**src/rtl/stc_pkg.sv**
```systemverilog
package stc_pkg;

  // Per-thread status codes; numeric values are visible on threadState.
  typedef enum logic [2:0] {
    ST_IDLE   = 3'd0,
    ST_RUN    = 3'd1,
    ST_BLOCK  = 3'd2,
    ST_UNBLK  = 3'd3,
    ST_SQUASH = 3'd4
  } thrState_e;

  // Strobes handed from the signal path to the thread control, per thread.
  typedef struct packed {
    logic stalled;
    logic squash;
  } thrEvt_t;

endpackage

```
**src/rtl/stc_signal_path.sv**
```systemverilog
module stc_signal_path
  import stc_pkg::*;
#(
  parameter int NUM_STAGES  = 4,
  parameter int NUM_THREADS = 2,
  parameter int STAGE_IDX   = 1,
  parameter int LAST_STALL  = NUM_STAGES - 1,
  parameter int SEQ_W       = 8,
  parameter int RES_ID_W    = 3,
  parameter int TAG_W       = 6,
  parameter int SLOT_W      = 2,
  parameter int RES_DEPTH   = 4,
  localparam int THR_W      = (NUM_THREADS > 1) ? $clog2(NUM_THREADS) : 1
) (
  input  logic                                             clk,
  input  logic                                             rstN,
  input  logic [NUM_STAGES-1:0][NUM_THREADS-1:0]           blockIn,
  input  logic [NUM_STAGES-1:0][NUM_THREADS-1:0]           unblockIn,
  input  logic [NUM_STAGES-1:0][NUM_THREADS-1:0]           squashIn,
  input  logic [NUM_STAGES-1:0][NUM_THREADS-1:0][SEQ_W-1:0] squashSeqIn,
  input  logic                                             resSetValid,
  input  logic [THR_W-1:0]                                 resSetThread,
  input  logic [RES_ID_W-1:0]                              resSetId,
  input  logic [TAG_W-1:0]                                 resSetTag,
  input  logic [SLOT_W-1:0]                                resSetSlot,
  input  logic                                             resClrValid,
  input  logic [THR_W-1:0]                                 resClrThread,
  input  logic [RES_ID_W-1:0]                              resClrId,
  input  logic [TAG_W-1:0]                                 resClrTag,
  input  logic [SLOT_W-1:0]                                resClrSlot,
  output thrEvt_t                                          evt [NUM_THREADS],
  output logic [NUM_THREADS-1:0][SEQ_W-1:0]                squashSeqOut
);

  localparam bit HAS_NEXT = (STAGE_IDX < NUM_STAGES - 1);

  function automatic logic [NUM_STAGES-1:0] trackMask();
    logic [NUM_STAGES-1:0] m;
    for (int s = 0; s < NUM_STAGES; s++) m[s] = (s > STAGE_IDX) && (s <= LAST_STALL);
    return m;
  endfunction

  localparam logic [NUM_STAGES-1:0] TRACK = trackMask();

  // ---------------- sticky stall bits per later stage ----------------
  logic [NUM_STAGES-1:0][NUM_THREADS-1:0] stallBits, stallNext;
  logic [NUM_THREADS-1:0] nxtStall;

  always_comb begin
    for (int s = 0; s < NUM_STAGES; s++) begin
      stallNext[s] = ((stallBits[s] | blockIn[s]) & ~unblockIn[s]) & {NUM_THREADS{TRACK[s]}};
    end
  end

  always_ff @(posedge clk) begin
    if (!rstN) stallBits <= '0;
    else       stallBits <= stallNext;
  end

  generate
    if (HAS_NEXT) begin : g_next
      assign nxtStall = stallNext[STAGE_IDX+1];
    end else begin : g_last
      assign nxtStall = '0;
    end
  endgenerate

  // ---------------- squash selection, lowest stage wins ----------------
  logic [NUM_THREADS-1:0]            squashAny;
  logic [NUM_THREADS-1:0][SEQ_W-1:0] pickSeq;

  always_comb begin
    squashAny = '0;
    pickSeq   = '0;
    for (int t = 0; t < NUM_THREADS; t++) begin
      for (int s = NUM_STAGES - 1; s >= 0; s--) begin
        if (s >= STAGE_IDX && squashIn[s][t]) begin
          squashAny[t] = 1'b1;
          pickSeq[t]   = squashSeqIn[s][t];
        end
      end
    end
  end

  always_ff @(posedge clk) begin
    if (!rstN) squashSeqOut <= '0;
    else begin
      for (int t = 0; t < NUM_THREADS; t++) begin
        if (squashAny[t]) squashSeqOut[t] <= pickSeq[t];
      end
    end
  end

  // ---------------- resource stall table per thread ----------------
  logic [NUM_THREADS-1:0][RES_DEPTH-1:0] rv, rvN;
  logic [RES_ID_W-1:0] rId   [NUM_THREADS][RES_DEPTH];
  logic [RES_ID_W-1:0] rIdN  [NUM_THREADS][RES_DEPTH];
  logic [TAG_W-1:0]    rTag  [NUM_THREADS][RES_DEPTH];
  logic [TAG_W-1:0]    rTagN [NUM_THREADS][RES_DEPTH];
  logic [SLOT_W-1:0]   rSlot [NUM_THREADS][RES_DEPTH];
  logic [SLOT_W-1:0]   rSlotN[NUM_THREADS][RES_DEPTH];
  logic [NUM_THREADS-1:0] resPend;

  always_comb begin
    logic hit;
    logic placed;
    rvN    = rv;
    rIdN   = rId;
    rTagN  = rTag;
    rSlotN = rSlot;
    for (int t = 0; t < NUM_THREADS; t++) begin
      hit = 1'b0;
      if (resClrValid && resClrThread == THR_W'(t)) begin
        for (int d = 0; d < RES_DEPTH; d++) begin
          if (!hit && rv[t][d] && rId[t][d] == resClrId &&
              rTag[t][d] == resClrTag && rSlot[t][d] == resClrSlot) begin
            rvN[t][d] = 1'b0;
            hit = 1'b1;
          end
        end
      end
      placed = 1'b0;
      if (resSetValid && resSetThread == THR_W'(t)) begin
        for (int d = 0; d < RES_DEPTH; d++) begin
          if (!placed && !rv[t][d]) begin
            rvN[t][d]    = 1'b1;
            rIdN[t][d]   = resSetId;
            rTagN[t][d]  = resSetTag;
            rSlotN[t][d] = resSetSlot;
            placed = 1'b1;
          end
        end
      end
      resPend[t] = |rvN[t];
    end
  end

  always_ff @(posedge clk) begin
    if (!rstN) begin
      rv <= '0;
      for (int t = 0; t < NUM_THREADS; t++) begin
        for (int d = 0; d < RES_DEPTH; d++) begin
          rId[t][d]   <= '0;
          rTag[t][d]  <= '0;
          rSlot[t][d] <= '0;
        end
      end
    end else begin
      rv    <= rvN;
      rId   <= rIdN;
      rTag  <= rTagN;
      rSlot <= rSlotN;
    end
  end

  always_comb begin
    for (int t = 0; t < NUM_THREADS; t++) begin
      evt[t].stalled = nxtStall[t] | resPend[t];
      evt[t].squash  = squashAny[t];
    end
  end

  // ---------------- assertions ----------------
  generate
    for (genvar s = 0; s < NUM_STAGES; s++) begin : g_sa
      if (s > STAGE_IDX && s <= LAST_STALL) begin : g_trk
        for (genvar t = 0; t < NUM_THREADS; t++) begin : g_t

          unblock_clears_chk: assert property (@(posedge clk) disable iff (!rstN)
            unblockIn[s][t] |=> !stallBits[s][t]);

          stall_sticky_chk: assert property (@(posedge clk) disable iff (!rstN)
            (stallBits[s][t] && !unblockIn[s][t]) |=> stallBits[s][t]);
        end
      end
    end
    for (genvar t = 0; t < NUM_THREADS; t++) begin : g_ra

      one_removed_chk: assert property (@(posedge clk) disable iff (!rstN)
        (resClrValid && !resSetValid) |=> ($countones(rv[t]) + 1 >= $past($countones(rv[t]))));

      set_no_loss_chk: assert property (@(posedge clk) disable iff (!rstN)
        (resSetValid && !resClrValid) |=> ($countones(rv[t]) >= $past($countones(rv[t]))));
    end
  endgenerate

endmodule

```
**src/rtl/stc_thread_fsm.sv**
```systemverilog
module stc_thread_fsm
  import stc_pkg::*;
#(
  parameter int NUM_THREADS = 2,
  parameter bit HAS_PREV    = 1'b1
) (
  input  logic                        clk,
  input  logic                        rstN,
  input  thrEvt_t                     evt [NUM_THREADS],
  input  logic [NUM_THREADS-1:0]      skidEmpty,
  output logic [NUM_THREADS-1:0][2:0] threadState,
  output logic [NUM_THREADS-1:0]      blockOut,
  output logic [NUM_THREADS-1:0]      unblockOut,
  output logic [NUM_THREADS-1:0]      activityOut,
  output logic                        stageActive,
  output logic                        activateEvt,
  output logic                        deactivateEvt
);

  thrState_e stateQ [NUM_THREADS];
  thrState_e midSt  [NUM_THREADS];
  thrState_e nextSt [NUM_THREADS];
  logic [NUM_THREADS-1:0] blkD, ublkD, actD, blkQ, ublkQ;
  logic anyUnblk;

  always_comb begin
    blkD     = '0;
    ublkD    = '0;
    actD     = '0;
    anyUnblk = 1'b0;
    for (int t = 0; t < NUM_THREADS; t++) begin
      midSt[t]  = evt[t].squash ? ST_SQUASH : stateQ[t];
      nextSt[t] = midSt[t];
      if (evt[t].stalled) begin
        nextSt[t] = ST_BLOCK;
        if (midSt[t] != ST_BLOCK) begin
          blkD[t] = 1'b1;
          actD[t] = (midSt[t] != ST_UNBLK);
        end
      end else begin
        case (midSt[t])
          ST_BLOCK, ST_UNBLK: begin
            nextSt[t] = skidEmpty[t] ? ST_RUN : ST_UNBLK;
            ublkD[t]  = skidEmpty[t];
            actD[t]   = skidEmpty[t];
          end
          ST_SQUASH: nextSt[t] = skidEmpty[t] ? ST_RUN : ST_UNBLK;
          default: ;
        endcase
      end
      anyUnblk = anyUnblk | (nextSt[t] == ST_UNBLK);
    end
  end

  always_ff @(posedge clk) begin
    if (!rstN) begin
      for (int t = 0; t < NUM_THREADS; t++) stateQ[t] <= ST_IDLE;
      blkQ          <= '0;
      ublkQ         <= '0;
      activityOut   <= '0;
      stageActive   <= 1'b0;
      activateEvt   <= 1'b0;
      deactivateEvt <= 1'b0;
    end else begin
      stateQ        <= nextSt;
      blkQ          <= blkD;
      ublkQ         <= ublkD;
      activityOut   <= actD;
      stageActive   <= anyUnblk;
      activateEvt   <= anyUnblk & ~stageActive;
      deactivateEvt <= ~anyUnblk & stageActive;
    end
  end

  generate
    for (genvar t = 0; t < NUM_THREADS; t++) begin : g_out
      assign threadState[t] = stateQ[t];
    end
    if (HAS_PREV) begin : g_prev
      assign blockOut   = blkQ;
      assign unblockOut = ublkQ;
    end else begin : g_first
      assign blockOut   = '0;
      assign unblockOut = '0;
    end
  endgenerate

  // ---------------- assertions ----------------
  generate
    for (genvar t = 0; t < NUM_THREADS; t++) begin : g_fa

      block_state_chk: assert property (@(posedge clk) disable iff (!rstN)
        blockOut[t] |-> (threadState[t] == ST_BLOCK));

      unblock_state_chk: assert property (@(posedge clk) disable iff (!rstN)
        unblockOut[t] |-> (threadState[t] == ST_RUN));

      no_squash_hold_chk: assert property (@(posedge clk) disable iff (!rstN)
        threadState[t] != ST_SQUASH);
    end
  endgenerate


  activate_edge_chk: assert property (@(posedge clk) disable iff (!rstN)
    activateEvt |-> (stageActive && !$past(stageActive)));

  deactivate_edge_chk: assert property (@(posedge clk) disable iff (!rstN)
    deactivateEvt |-> (!stageActive && $past(stageActive)));

  evt_excl_chk: assert property (@(posedge clk) disable iff (!rstN)
    $onehot0({activateEvt, deactivateEvt}));

endmodule

```
**src/rtl/stage_thread_ctrl.sv**
```systemverilog
module stage_thread_ctrl
  import stc_pkg::*;
#(
  parameter int NUM_STAGES  = 4,
  parameter int NUM_THREADS = 2,
  parameter int STAGE_IDX   = 1,
  parameter int LAST_STALL  = NUM_STAGES - 1,
  parameter int SEQ_W       = 8,
  parameter int RES_ID_W    = 3,
  parameter int TAG_W       = 6,
  parameter int SLOT_W      = 2,
  parameter int RES_DEPTH   = 4,
  localparam int THR_W      = (NUM_THREADS > 1) ? $clog2(NUM_THREADS) : 1
) (
  input  logic                                              clk,
  input  logic                                              rstN,
  input  logic [NUM_STAGES-1:0][NUM_THREADS-1:0]            blockIn,
  input  logic [NUM_STAGES-1:0][NUM_THREADS-1:0]            unblockIn,
  input  logic [NUM_STAGES-1:0][NUM_THREADS-1:0]            squashIn,
  input  logic [NUM_STAGES-1:0][NUM_THREADS-1:0][SEQ_W-1:0] squashSeqIn,
  input  logic [NUM_THREADS-1:0]                            skidEmpty,
  input  logic                                              resSetValid,
  input  logic [THR_W-1:0]                                  resSetThread,
  input  logic [RES_ID_W-1:0]                               resSetId,
  input  logic [TAG_W-1:0]                                  resSetTag,
  input  logic [SLOT_W-1:0]                                 resSetSlot,
  input  logic                                              resClrValid,
  input  logic [THR_W-1:0]                                  resClrThread,
  input  logic [RES_ID_W-1:0]                               resClrId,
  input  logic [TAG_W-1:0]                                  resClrTag,
  input  logic [SLOT_W-1:0]                                 resClrSlot,
  output logic [NUM_THREADS-1:0][2:0]                       threadState,
  output logic [NUM_THREADS-1:0]                            blockOut,
  output logic [NUM_THREADS-1:0]                            unblockOut,
  output logic [NUM_THREADS-1:0]                            activityOut,
  output logic [NUM_THREADS-1:0][SEQ_W-1:0]                 squashSeqOut,
  output logic                                              stageActive,
  output logic                                              activateEvt,
  output logic                                              deactivateEvt
);

  thrEvt_t evt [NUM_THREADS];

  stc_signal_path #(
    .NUM_STAGES(NUM_STAGES), .NUM_THREADS(NUM_THREADS), .STAGE_IDX(STAGE_IDX),
    .LAST_STALL(LAST_STALL), .SEQ_W(SEQ_W), .RES_ID_W(RES_ID_W), .TAG_W(TAG_W),
    .SLOT_W(SLOT_W), .RES_DEPTH(RES_DEPTH)
  ) u_path (
    .clk(clk), .rstN(rstN),
    .blockIn(blockIn), .unblockIn(unblockIn), .squashIn(squashIn), .squashSeqIn(squashSeqIn),
    .resSetValid(resSetValid), .resSetThread(resSetThread), .resSetId(resSetId),
    .resSetTag(resSetTag), .resSetSlot(resSetSlot),
    .resClrValid(resClrValid), .resClrThread(resClrThread), .resClrId(resClrId),
    .resClrTag(resClrTag), .resClrSlot(resClrSlot),
    .evt(evt), .squashSeqOut(squashSeqOut)
  );

  stc_thread_fsm #(
    .NUM_THREADS(NUM_THREADS), .HAS_PREV(STAGE_IDX > 0)
  ) u_fsm (
    .clk(clk), .rstN(rstN), .evt(evt), .skidEmpty(skidEmpty),
    .threadState(threadState), .blockOut(blockOut), .unblockOut(unblockOut),
    .activityOut(activityOut), .stageActive(stageActive),
    .activateEvt(activateEvt), .deactivateEvt(deactivateEvt)
  );

endmodule

```
**config.mk**
```make
export PLATFORM = sky130hd
export DESIGN_NAME = stage_thread_ctrl
export DESIGN_NICKNAME = d
export VERILOG_FILES = /design/src/rtl/stc_pkg.sv /design/src/rtl/stc_signal_path.sv /design/src/rtl/stc_thread_fsm.sv /design/src/rtl/stage_thread_ctrl.sv
export SDC_FILE = /design/constraint.sdc
export NUM_CORES = 1
export LEC_CHECK = 0
export ABC_AREA = 0
export BUFFER_PORTS_ARGS = -buffer_cell sky130_fd_sc_hd__buf_2
export CAP_MARGIN = 25
export CORE_UTILIZATION = 30
export CTS_BUF_LIST = sky130_fd_sc_hd__clkbuf_8
export DETAILED_ROUTE_END_ITERATION = 8
export PLACE_DENSITY_LB_ADDON = 0.12
export SETUP_SLACK_MARGIN = 0.5
export SLEW_MARGIN = 20
export SYNTH_ARGS = -nofsm -noshare
export SYNTH_HDL_FRONTEND = slang
export SYNTH_SLANG_ARGS = --single-unit
```
**constraint.sdc**
```tcl
create_clock -name clk -period 2.9 [get_ports clk]
set_input_delay 0.145 -clock clk [delete_from_list [all_inputs] [get_ports clk]]
set_output_delay 0.145 -clock clk [all_outputs]
set_load 0.05 [all_outputs]
```
==> impl_metrics.py <==
metrics = {
    "grt": {
        "grt_max_degree": 43,
        "grt-ovfl-total": 0,
        "grt_first_pass_wirelength_mm": 29.1,
        "grt_usage": 0.179,
        "antenna_found_initial": 0,
        "grt_pass1_vias": 5391,
    },
    "setup_path": {
        "cpLargestDelayFamily": "simple AND/OR/NAND/NOR gates",
        "cp_data_required_time_ns": 3.23,
        "endpoint_kind": "register",
        "slowest_delay_ns": 0.39,
        "crit_buf_inv": 1,
        "critPathLaunchType": "register",
        "critPathKind": "register to register",
        "critical_path.startpoint": "u_path.rv[4]",
        "arrival_ns": 2.58,
        "cp_cell_sequence": "nand4_1 -> nor3b_2 -> or3_1 -> nor4_1 -> a31oi_1 -> buf_4 -> nand4bb_1 -> and4_1",
        "r2r_start": "u_path.rv[4]",
        "slowest_stage": "dfxtp_1",
        "cp.depth": 8,
        "path_max_fanout": 8,
        "reg2reg_depth": 8,
    },
    "timing": {
        "max_freq_mhz": 445,
        "finalMaxSlewViolations": 0,
        "rsz0062_at_grt": "no",
        "fin_crit_sh": 0.775,
        "slew-limit-headroom": 0.456,
        "setup_tns_ns": 0,
        "skew_ns": 0.0156,
        "tightest_slew_ns": 0.813,
        "hold_viol_final": 0,
        "finalSetupViolCount": 0,
        "period_needed_ns": 2.25,
        "hold_ws_ns": 0.0313,
    },
    "clock_tree": {
        "cts_max_path_buffers": 2,
        "cts_tree": "done",
        "htreeDepth": 4,
        "clk_pin_slew_ns": 0.08,
        "clock_latency_ns": 0.44,
        "cts_root_buffer": "clkbuf_8",
        "cts.sinks": 129,
        "cts-buffers-inserted": 17,
    },
    "yosys": {
        "synth_area_um2": 6330,
        "ys_seq_area_frac": 0.408,
        "synth.area.top_cells": "dfxtp_1 41%, xnor2_1 9.1%, nand2_1 7.2%",
        "synth_warnings": 0,
        "avgSynthCellArea_um2": 8.57,
        "ys_seq_elements": 129,
        "synthFlopType": "dfxtp_1",
        "synth_edf_count": 0,
        "yosys.area.top_type": "dfxtp_1",
        "syn_inst": 739,
        "synth_fp_nets": 857,
        "ys_types": 50,
        "async_reset_ff_frac": 0,
        "synth_top_area_frac": 0.408,
    },
    "routing": {
        "ant_nets": 0,
        "wl_per_cell_um": 16.7,
        "drc": 0,
        "routed_wl_mm": 18.9,
        "dr.pass1.iters": 4,
        "num_vias": 5434,
        "viasPerCell": 4.79,
        "drt_iter0_markers": 261,
    },
    "finish": {
        "final_util": 0.380,
        "layout-drive-gt1-share": 0.203,
        "layout_common_cells": "129 x dfxtp_1, 121 x nand2_1, 118 x buf_2, 66 x xnor2_1, 58 x a21boi_0",
        "layout.nets": 970,
        "antennaDiodeCount": 0,
        "regArea_um2": 2580,
        "n_fill_cell": 2090,
        "synthToLayoutAreaGrowth_pct": 22.7,
        "final_common_cell": "dfxtp_1",
        "multi_input_area_um2": 3510,
    },
    "hold_path": {
        "holdPathStages": 3,
        "hp-start": "blockIn[5]",
        "min_path_type": "input pin to register",
    },
    "floorplanning": {
        "initial_core_util": 0.310,
        "num_rows": 52,
        "die_height_um": 147,
        "core_um2": 20400,
        "die_x_um": 147,
        "die_area_um2": 21700,
        "ios": 149,
    },
    "place": {
        "portBuffers": 118,
        "gp_congestion": 0.827,
        "dp_hpwl_mm": 12.9,
    },
    "pwr": {
        "power.density_nw_per_um2": 543,
        "swShare": 0.281,
        "peakVddDrop_uv": 260,
        "pwr-share-clk": 0.412,
        "power.internal_mw": 3.03,
        "seqPwrFrac": 0.442,
        "power_leakage_nw": 2.79,
        "total_power_mw": 4.22,
        "p_sw_mw": 1.18,
        "combPwrFrac": 0.146,
    },
    "outcome": {
        "outcome": "complete, no violations",
    },
    "run": {
        "drv_cap": 0,
    },
}
==> Yosys cell counts, types with 3 or more instances <==
cell,n
a21boi_0,58
a21oi_1,23
a31oi_1,4
and2_1,6
and4_1,3
buf_2,9
buf_6,3
clkbuf_1,42
dfxtp_1,129
mux2i_1,35
nand2_1,121
nand3_1,3
nand4_1,28
nand4b_1,3
nor2_1,51
nor2b_1,36
nor3_1,8
nor3b_1,5
nor4_1,6
o21ai_0,20
o22ai_1,16
or2_2,3
or3_1,6
xnor2_1,66
xor2_1,24
==> metrics by stage <==
step / setup WS (ns) / instance area, µm² / instances
after detailed placement: 0.458 / 7110 / 1083
after floorplan: 0.801 / 6330 / 739
after CTS: 0.523 / 7750 / 1134
after global placement: 0.479 / 7110 / 1083
after global routing: 0.511 / 7770 / 1135
final: 0.652 / 7770 / 1135
==> cells by family after synthesis <==
logic type	count (synthesis)	share of synthesized area
buffers and inverters	59	0.0409
AND/OR/NAND/NOR	294	0.232
flip-flops	129	0.408
AO/OA/AOI/OAI	131	0.137
multiplexers	35	0.0553
XOR/XNOR	91	0.127
==> state kept, by name, summed over array words and instances (netlist names), 2 cells and up <==
signal	flops
u_path.squashSeqOut	16
u_fsm.threadState	6
u_path.stallBits	2
u_path.rId	24
u_path.rSlot	16
u_fsm.activityOut	2
u_path.rTag	48
u_fsm.blockOut	2
u_path.rv	8
u_fsm.unblockOut	2
==> cell type report <==
| type | instances | share of cell area |
|---|---|---|
| multi-input combinational | 551 | 0.452 |
| sequential | 129 | 0.332 |
| timing repair buffer | 150 | 0.113 |
| tap | 270 | 0.0435 |
| clock buffer | 19 | 0.0337 |
| clock inverter | 13 | 0.0237 |
| inverter | 3 | 0.00145 |
==> power by group through the flow <==
| stage | registers (mW) | clock network, mW | logic [mW] |
|---|---|---|---|
| 2_1_floorplan | 2.01 | 0 | 0.301 |
| 3_3_place_gp | 1.90 | 0 | 0.585 |
| 3_5_place_dp | 1.90 | 0 | 0.594 |
| 4_1_cts | 1.86 | 1.79 | 0.616 |
| 5_1_grt | 1.87 | 1.87 | 0.667 |
| 6_report | 1.86 | 1.74 | 0.616 |
==> worst min-delay path: stages <==
cell	delay (ns)
buf_2	0.08
nor2_1	0.04
nor3b_1	0.15
==> path summary, 6_finish.rpt <==
kind                         endpoint  slack [ns]
setup / recovery  u_fsm.deactivateEvt        0.65
hold / removal    u_path.stallBits[5]        0.03
setup reg to reg  u_fsm.deactivateEvt        0.65
hold reg to reg       u_path.rTag[40]        0.47
==> routing by layer <==
layer  vias to the layer above  part of all wire  routed length [µm]  track usage
met2                        98              0.49                9360        0.305
met1                      2580              0.44                8360        0.221
li1                       2733                 -                   -            -
met3                        23             0.044                 836       0.0339
met5                         -                 0                   0            0
met4                         0             0.020                 385       0.0691
==> timing repair <==
action	CTS	global route
buffers inserted	0	1
resized for setup	0	4
hold buffers	19	0
endpoints found under the setup margin	0	10
hold endpoints to repair	21	0
Power figures use the tool's default switching activity.
